`src/rtl/seq_pkg.sv`:
```
package seq_pkg;
    typedef enum logic [2:0] {
        SQ_IDLE,
        SQ_QUAL,
        SQ_RAMP_ON,
        SQ_SETTLE,
        SQ_RUN,
        SQ_RAMP_OFF,
        SQ_FAULT
    } seq_state_e;
endpackage

```
`src/rtl/rseq_uv_filter.sv`:
```
module rseq_uv_filter #(
    parameter int FILT_CYC = 3750
) (
    input  logic clk,
    input  logic rst_n,
    input  logic ok,
    output logic fault
);
    localparam int FW = $clog2(FILT_CYC + 1);
    localparam logic [FW-1:0] FLIM = FW'(FILT_CYC);

    logic [FW-1:0] low_cnt;

    // count consecutive low samples; any good sample restarts the count
    always_ff @(posedge clk or negedge rst_n) begin
        if (!rst_n)               low_cnt <= '0;
        else if (ok)              low_cnt <= '0;
        else if (low_cnt != FLIM) low_cnt <= low_cnt + 1'b1;
    end

    assign fault = (low_cnt == FLIM);

    AST_FLT_NEEDS_LOW: assert property (@(posedge clk) disable iff (!rst_n)
        fault |-> $past(!ok));
endmodule

```
`src/rtl/rseq_tick.sv`:
```
module rseq_tick #(
    parameter int W = 8
) (
    input  logic         clk,
    input  logic         rst_n,
    input  logic         clr,
    output logic [W-1:0] cnt
);
    // saturating phase counter, cleared on every state change
    always_ff @(posedge clk or negedge rst_n) begin
        if (!rst_n)          cnt <= '0;
        else if (clr)        cnt <= '0;
        else if (cnt != '1)  cnt <= cnt + 1'b1;
    end
endmodule

```
`src/rtl/rail_sequencer.sv`:
```
module rail_sequencer
    import seq_pkg::*;
#(
    parameter int NUM_RAILS  = 4,
    parameter int DLY_W      = 8,
    parameter int QUAL_CYC   = 1250000,
    parameter int SETTLE_CYC = 20000000,
    parameter int FILT_CYC   = 3750
) (
    input  logic                       clk,
    input  logic                       rst_n,
    input  logic [NUM_RAILS-1:0]       uv_ok,
    input  logic                       en,
    input  logic                       kill_n_in,
    output logic                       kill_drive,
    input  logic [NUM_RAILS*DLY_W-1:0] on_dly,
    input  logic [NUM_RAILS*DLY_W-1:0] off_dly,
    input  logic [NUM_RAILS-1:0]       rail_on,
    input  logic [NUM_RAILS-1:0]       rail_off,
    output logic [NUM_RAILS-1:0]       gate,
    output logic                       pwr_rst_n
);
    localparam int CNT_W = $clog2(QUAL_CYC + SETTLE_CYC + (1 << DLY_W) + 2);
    localparam logic [CNT_W-1:0] QUAL_LAST   = CNT_W'(QUAL_CYC - 1);
    localparam logic [CNT_W-1:0] SETTLE_LAST = CNT_W'(SETTLE_CYC - 1);

    seq_state_e st, st_nxt;
    logic [CNT_W-1:0]     tick;
    logic                 tick_clr;
    logic [NUM_RAILS-1:0] flt, hit_on, hit_off, gate_q, gate_d;
    logic                 any_flt, ready, active, kill_seen;

    // per-rail glitch filters and delay comparators
    for (genvar i = 0; i < NUM_RAILS; i++) begin : g_rail
        rseq_uv_filter #(.FILT_CYC(FILT_CYC)) u_flt (
            .clk   (clk),
            .rst_n (rst_n),
            .ok    (uv_ok[i]),
            .fault (flt[i])
        );
        assign hit_on[i]  = (tick >= CNT_W'(on_dly[i*DLY_W +: DLY_W]));
        assign hit_off[i] = (tick >= CNT_W'(off_dly[i*DLY_W +: DLY_W]));

        AST_GATE_RISE_ON_HIT: assert property (@(posedge clk) disable iff (!rst_n)
            $rose(gate_q[i]) |-> $past(hit_on[i]));
    end

    rseq_tick #(.W(CNT_W)) u_tick (
        .clk   (clk),
        .rst_n (rst_n),
        .clr   (tick_clr),
        .cnt   (tick)
    );

    assign any_flt  = |flt;
    assign ready    = (&uv_ok) & en & kill_n_in;
    assign active   = (st == SQ_RAMP_ON) || (st == SQ_SETTLE) ||
                      (st == SQ_RUN) || (st == SQ_RAMP_OFF);
    assign tick_clr = (st_nxt != st);

    // remembers that the kill line was held low from outside
    always_ff @(posedge clk or negedge rst_n) begin
        if (!rst_n)                       kill_seen <= 1'b0;
        else if (!kill_n_in && !kill_drive) kill_seen <= 1'b1;
        else if (kill_n_in)               kill_seen <= 1'b0;
    end

    // state register
    always_ff @(posedge clk or negedge rst_n) begin
        if (!rst_n) st <= SQ_IDLE;
        else        st <= st_nxt;
    end

    // next state
    always_comb begin
        st_nxt = st;
        if (active && any_flt) begin
            st_nxt = SQ_FAULT;
        end else if (active && !kill_n_in) begin
            st_nxt = SQ_IDLE;
        end else begin
            unique case (st)
                SQ_IDLE: begin
                    if (kill_seen && ready) st_nxt = SQ_RAMP_ON;
                    else if (ready)         st_nxt = SQ_QUAL;
                end
                SQ_QUAL: begin
                    if (!ready)                  st_nxt = SQ_IDLE;
                    else if (tick == QUAL_LAST)  st_nxt = SQ_RAMP_ON;
                end
                SQ_RAMP_ON: begin
                    if (!en)                          st_nxt = SQ_RAMP_OFF;
                    else if ((&gate_q) && (&rail_on)) st_nxt = SQ_SETTLE;
                end
                SQ_SETTLE: begin
                    if (!en)                       st_nxt = SQ_RAMP_OFF;
                    else if (tick == SETTLE_LAST)  st_nxt = SQ_RUN;
                end
                SQ_RUN: begin
                    if (!en) st_nxt = SQ_RAMP_OFF;
                end
                SQ_RAMP_OFF: begin
                    if ((gate_q == '0) && (&rail_off)) st_nxt = SQ_IDLE;
                end
                SQ_FAULT: begin
                    if (&uv_ok) st_nxt = SQ_IDLE;
                end
                default: st_nxt = SQ_IDLE;
            endcase
        end
    end

    // outputs
    always_comb begin
        pwr_rst_n  = (st == SQ_RUN);
        kill_drive = (st == SQ_FAULT);
        gate       = gate_q;
        if ((st_nxt == SQ_IDLE) || (st_nxt == SQ_QUAL) || (st_nxt == SQ_FAULT))
            gate_d = '0;
        else if ((st == SQ_RAMP_ON) && (st_nxt == SQ_RAMP_ON))
            gate_d = gate_q | hit_on;
        else if ((st == SQ_RAMP_OFF) && (st_nxt == SQ_RAMP_OFF))
            gate_d = gate_q & ~hit_off;
        else
            gate_d = gate_q;
    end

    always_ff @(posedge clk or negedge rst_n) begin
        if (!rst_n) gate_q <= '0;
        else        gate_q <= gate_d;
    end

    AST_RST_NEEDS_ALL_GATES: assert property (@(posedge clk) disable iff (!rst_n)
        pwr_rst_n |-> (&gate));
    AST_FAULT_FROM_FILTER: assert property (@(posedge clk) disable iff (!rst_n)
        $rose(kill_drive) |-> $past(any_flt));
    AST_DISABLE_DROPS_RST: assert property (@(posedge clk) disable iff (!rst_n)
        !en |=> !pwr_rst_n);
    AST_EXT_KILL_OFF: assert property (@(posedge clk) disable iff (!rst_n)
        (!kill_n_in && !kill_drive) |=> ((gate == '0) && !pwr_rst_n));
    AST_DRIVE_ONLY_DARK: assert property (@(posedge clk) disable iff (!rst_n)
        kill_drive |-> ((gate == '0) && !pwr_rst_n));
endmodule

```
`config.mk`:
```
export PLATFORM = sky130hd
export DESIGN_NAME = rail_sequencer
export DESIGN_NICKNAME = d
export VERILOG_FILES = /design/src/rtl/seq_pkg.sv /design/src/rtl/rseq_uv_filter.sv /design/src/rtl/rseq_tick.sv /design/src/rtl/rail_sequencer.sv
export SDC_FILE = /design/constraint.sdc
export NUM_CORES = 1
export LEC_CHECK = 0
export ABC_AREA = 1
export BUFFER_PORTS_ARGS = -buffer_cell sky130_fd_sc_hd__buf_2
export CAP_MARGIN = 10
export CORE_AREA = 2 2 108 120
export CTS_CLUSTER_DIAMETER = 80
export DETAILED_ROUTE_END_ITERATION = 8
export DIE_AREA = 0 0 110 122
export GPL_ROUTABILITY_DRIVEN = 0
export PLACE_DENSITY = 0.81
export SLEW_MARGIN = 0
export SYNTH_ARGS = -nofsm -noshare
export SYNTH_HDL_FRONTEND = slang
export SYNTH_SLANG_ARGS = --single-unit
```
`constraint.sdc`:
```
create_clock -name clk -period 4.9 [get_ports clk]
set_clock_uncertainty 0.15 [all_clocks]
set_input_delay 0.245 -clock clk [delete_from_list [all_inputs] [get_ports clk]]
set_output_delay 0.245 -clock clk [all_outputs]
set_load 0.01 [all_outputs]
```
# --- After elaboration in Yosys (flattened, before gate mapping) ---
# Index checks and enable logic that the tools add are counted.
word_totals:
  ff_bits: 81
  inputBits: 80
  out_inout_bits: 6
  word_cells: 107
classes:
  add_sub_neg: 5
  order_cmp: 8
  n_eq_ne: 22
  n_mux: 29
  bitwise_logic: 5
  n_reduce_logical: 30
op_table:
  columns: ["cell", "n"]
  rows:
  - ["$ge 25x8->1", 8]
  - ["$mux 12", 8]
  - ["$mux 25", 2]
  - ["$add 12x1->12 const B", 4]
  - ["$eq 12x12->1 const B", 4]
  - ["$ne 12x12->1 const B", 4]
  - ["$mux 3", 13]
  - ["$add 25x1->25 const B", 1]
  - ["$eq 25x21->1 const B", 1]
  - ["$eq 25x25->1 const B", 1]
  - ["$ne 25x25->1 const B", 1]
  - ["$pmux 3 s7", 1]
  - ["$reduce_and 4->1", 4]
  - ["$eq 3x3->1 const B", 5]
  - ["$mux 4", 3]
  - ["$reduce_bool 2->1", 6]
  - ["$eq 3x2->1 const B", 3]
  - ["$logic_and 1x1->1", 8]
  - ["$eq 3x1->1 const B", 2]
  - ["$logic_not 3->1", 2]
  - ["$logic_or 1x1->1", 5]
  - ["$and 4x4->4", 1]
  - ["$logic_not 4->1", 1]
  - ["$not 4->4", 1]
  - ["7 further kinds", 10]

# --- Logic depth before layout (Yosys ltp) ---
depth:
  word_depth: 13
  depth_mapped: 16
  ltp_nobuf: 15

# --- Modules after synthesis ---
# Synthesis repeated with hierarchy kept, for this count alone.
hier_totals:
  hier_cells: 1133
  hier_area_um2: 7509.7
by_module_without_submodules:
  columns: ["mod", "n_inst", "cells_per_inst", "area_per_inst_um2", "seq_area_each_um2"]
  rows:
  - ["rseq_uv_filter", 4, 115, 797.0, 300.3]
  - ["rail_sequencer", 1, 448, 2716.4, 200.2]
  - ["rseq_tick", 1, 225, 1605.3, 625.6]

# --- Worst setup path before layout ---
# Ideal clock, no wire load.
synth_path:
  kind: "register to register"
  startpoint: "register u_tick.cnt[1]"
  endpoint: "register u_tick.cnt[4]"
  setup_ns: 0.121
  arrival_time_ns: 1.985
  required_ns: 4.629
  setup_slack_ns: 2.644
  stages_incl_launch_ff: 15
  path_buffers: 1
  synth_period_minus_slack_ns: 2.256
  cell_sequence: "dfrtp_1 ha_1 nand3_1 inv_2 nand2_2 nor2_2 nand2_1 nand2_1 nand3_1 nand2_2 nand2_4 xor2_2 nand3_2 buf_6 nor2_1"
synth_between:
  elab_chain_len: 8
  elab_cells_between_ends: 15
  classes_between: "add/sub (1); eq/ne (4); mux (9); reduce/logical (1)"
synth_rtl:
  columns: ["item", "line", "text"]
  rows:
  - ["start: declaration", "rseq_tick.sv:7", "output logic [W-1:0] cnt"]
  - ["start signal: assignment", "rseq_tick.sv:13", "else if (cnt != '1) cnt <= cnt + 1'b1;"]
  - ["$eq 25x25->1 / $eq 25x21->1 (equally long branches)", "rail_sequencer.sv:97, rail_sequencer.sv:89", null]
  - ["$mux 3, on equally long branches", "rail_sequencer.sv:97, rail_sequencer.sv:89", null]
  - ["$mux 3, on equally long branches", "rail_sequencer.sv:96, rail_sequencer.sv:88", null]
  - ["$pmux 3 s7 *", "rail_sequencer.sv:82", "unique case (st)"]
  - ["$mux 3 *", "rail_sequencer.sv:79", "end else if (active && !kill_n_in) begin"]
  - ["$mux 3 *", "rail_sequencer.sv:77", "if (active && any_flt) begin"]
  - ["named net st_nxt[1]", "rail_sequencer.sv:27", "seq_state_e st, st_nxt;"]
  - ["$ne 3x3->1 *", "rail_sequencer.sv:59", "assign tick_clr = (st_nxt != st);"]
  - ["$mux 25 / $reduce_bool 2->1 (equally long branches)", null, null]
# The timed path passes the listed nets; every way through them passes the cells marked *. The select of a mux whose other input is x is not followed.
# A chain may end at the register's enable or synchronous reset.

# --- Worst setup path in the final report ---
layout_path:
  startpoint: "register u_tick.cnt[1]"
  endpoint: "register u_tick.cnt[14]"
# The elaborated chain is that of the path after synthesis.

==> reports/results.ini <==
[outcome]
outcome=completed

[clock_network]
cts_sinks=81
cts_resized=0
holdBufCountCts=2
ctsLongestPathBuffers=2
h-tree-depth=3
clock_tree.root_cell=clkbuf_16
clock_latency_ns=0.34
clk_pin_slew_worst_paths_ns=0.06
cts_setup_buffers=0
cts_tree=done
cts_made_buffers=9

[sta]
drv_slew=0
timing.slew.headroom_pct=31.9
rsz0062_at_grt=no
fin_crit_ns=2.96
fin_tns_setup_ns=0
finalSetupViolations=0
fmax_mhz=338
min_period_over_period_pct=60.5
worstMarginPinSlew_ns=1.02
final_hold_viol_count=0

[logic_synthesis]
synth-edff-count=0
synthTopCellsByArea=dfrtp_1 (30%), ha_1 (14%), nand2_1 (8.9%)
syn_nets=1102
synth.largest_area_cell=dfrtp_1
yosys.cell_types.count=42
yosysWarnings=0
syn_area_per_cell_um2=7.02
async_flop_share_pct=100
ys_ff_latch=81
netlist.area_leader.share_pct=30.4
synth_ff_type=dfrtp_1
ys_seq_area_share_pct=30.4
synth_cells=949
synth_area_um2=6670

[place]
port_buffers=85
place_inst=1183
hpwl_um=11900

[critical_path]
crit_type=register to register
critPathMaxStageDelay_ns=0.64
crit_path_cell_trace=ha_1, nand3_1, inv_2, nand2_2, nor2_2, nand2_1, nand2_1, nand3_1, nand2_2, nand2_4, xor2_2, nand3_2, nor2_1
crit_slowest_cell=dfrtp_1
worst-path-stages=13
end_kind=register
critPathRequiredTime_ns=5.01
reg2regPathDepth=13
arrival_ns=3.07
crit_fanout=25
cpLargestDelayFamily=simple AND/OR/NAND/NOR gates
crit_buf_inv=1
cp-start-kind=register

[grt]
grtUsageMet1_pct=29.2
grt_max_degree=82
antenna_found_initial=0
grt_use_met3_pct=3.53
grtUsageTotal_pct=24.4
use_met2_pct=43.1
grt_pass1_vias=6197
grt-busiest-layer=met2
grt_pass1_wl_um=26400
grt-ovfl-total=0

[pwr]
total_leakage_power_nw=3.98
p_sw_uw=755
p_comb_share_pct=28.9
power_frac_seq_pct=34.9
p_clk_share_pct=36.2
p_int_mw=1.42
p_per_area_nw_per_um2=286
ir_drop_mv=0.299
swShare_pct=34.7

[layout]
multiInputGateArea_um2=3960
area_delta_synth_final_pct=14.1
drive_above_1_share_pct=14.1
register_area_um2=2030
final_common_cell=nand2_1
final_nets=1192
antennaDiodeCount=0
fin_cells=1201
mostFrequentLayoutCells=nand2_1 (158), inv_1 (157), nor2_1 (127)
nFillCells=1134

[route]
remaining_drc_errors=0
drtAntennaViolNets=0
routedWlPerCell_um=12.8
wl_um=15400
via_per_inst=5.26
drt_iter0_markers=325
vias=6318
first_pass_iters=5

[hold_path]
hold_path_depth=2
hp-class=primary input to register

[floorplanning]
num_rows=43
start_util_pct=54.1
die_w_um=110
die_area_um2=13400
core_area_um2=12300
die_h_um=122
ios=86

[job]
drv_cap=0

[cells by family after synthesis]
kind of cell               count (synthesis)  share of synthesized area, %
and+or+nand+nor                          483                          33.2
AOI/OAI and AO/OA                        118                          9.52
xor gates and xnor gates                  18                          2.70
adders and majority gates                 73                          13.7
muxes                                      2                         0.319
buffers and inverters                    174                          10.2
DFF                                       81                          30.4
[cells in the mapped netlist, types with 2 or more instances]
master and number:
a21o_1 2, a21oi_1 52, a31oi_1 3, and3_1 2, buf_2 5, buf_6 2, dfrtp_1 81, ha_1 73
inv_1 157, inv_2 8, nand2_1 158, nand2_2 7, nand2_4 2, nand3_1 71, nand3_2 3, nand3b_1 3
nand4_1 35, nor2_1 127, nor2_2 16, nor3_1 41, nor3b_1 3, nor4_1 10, o211ai_1 2, o21a_1 5
o21ai_0 48, or2_2 2, xnor2_1 3, xor2_1 12, xor2_2 3
[power by group through the flow]
stage	clock [mW]	sequential [mW]	combinational (mW)
5_1_grt	0.833	0.764	0.731
6_report	0.788	0.760	0.628
4_1_cts	0.808	0.759	0.641
3_3_place_gp	0	0.771	0.621
2_1_floorplan	0	0.744	0.539
3_5_place_dp	0	0.771	0.636
[metrics by stage]
step | cell area [µm²] | setup WS (ns) | utilization [%] | power (mW) | hold slack [ns]
6_report | 7610 | 1.94 | 61.7 | 2.18 | 0.0212
5_1_grt | 7610 | 1.66 | 61.7 | 2.33 | 0.0327
4_1_cts | 7610 | 1.90 | 61.7 | 2.21 | 0.0186
3_5_place_dp | 7240 | 1.93 | 58.7 | 1.41 | 0.308
3_3_place_gp | 7240 | 2.02 | 58.7 | 1.39 | 0.306
2_1_floorplan | 6670 | 2.64 | - | 1.28 | -0.201
[routing by layer]
metal  vias to the layer above  routed length, µm
met3                        36                812
li1                       3309                  -
met5                         -                  0
met4                         0                429
met2                       177               7430
met1                      2796               6700
[registers in the layout (all words and copies together), names as in the netlist]
register and count:
st 3, u_tick.cnt 25, gate 4, kill_seen 1
g_rail.u_flt.low_cnt 48
[cell type report]
cell class	count	area share, %
multi-input cells	694	52.1
clock inverters	6	1.48
flip-flops and latches	81	26.6
repair buffers	87	5.89
inverters	166	8.19
clock buffers	10	3.14
well taps	157	2.58
[path summary, 6_finish.rpt]
| path | from | endpoint | slack, ns |
|---|---|---|---|
| max reg2reg | u_tick.cnt[1] | u_tick.cnt[14] | 1.94 |
| min | uv_ok[3] | g_rail[3].u_flt.low_cnt[5] | 0.02 |
| min reg2reg | kill_seen | kill_seen | 0.38 |
| max | u_tick.cnt[1] | u_tick.cnt[14] | 1.94 |
| max in group asynchronous | rst_n | g_rail[3].u_flt.low_cnt[6] | 3.46 |
| min in group asynchronous | rst_n | g_rail[0].u_flt.low_cnt[9] | 0.44 |
(Power assumes the default switching activity.)
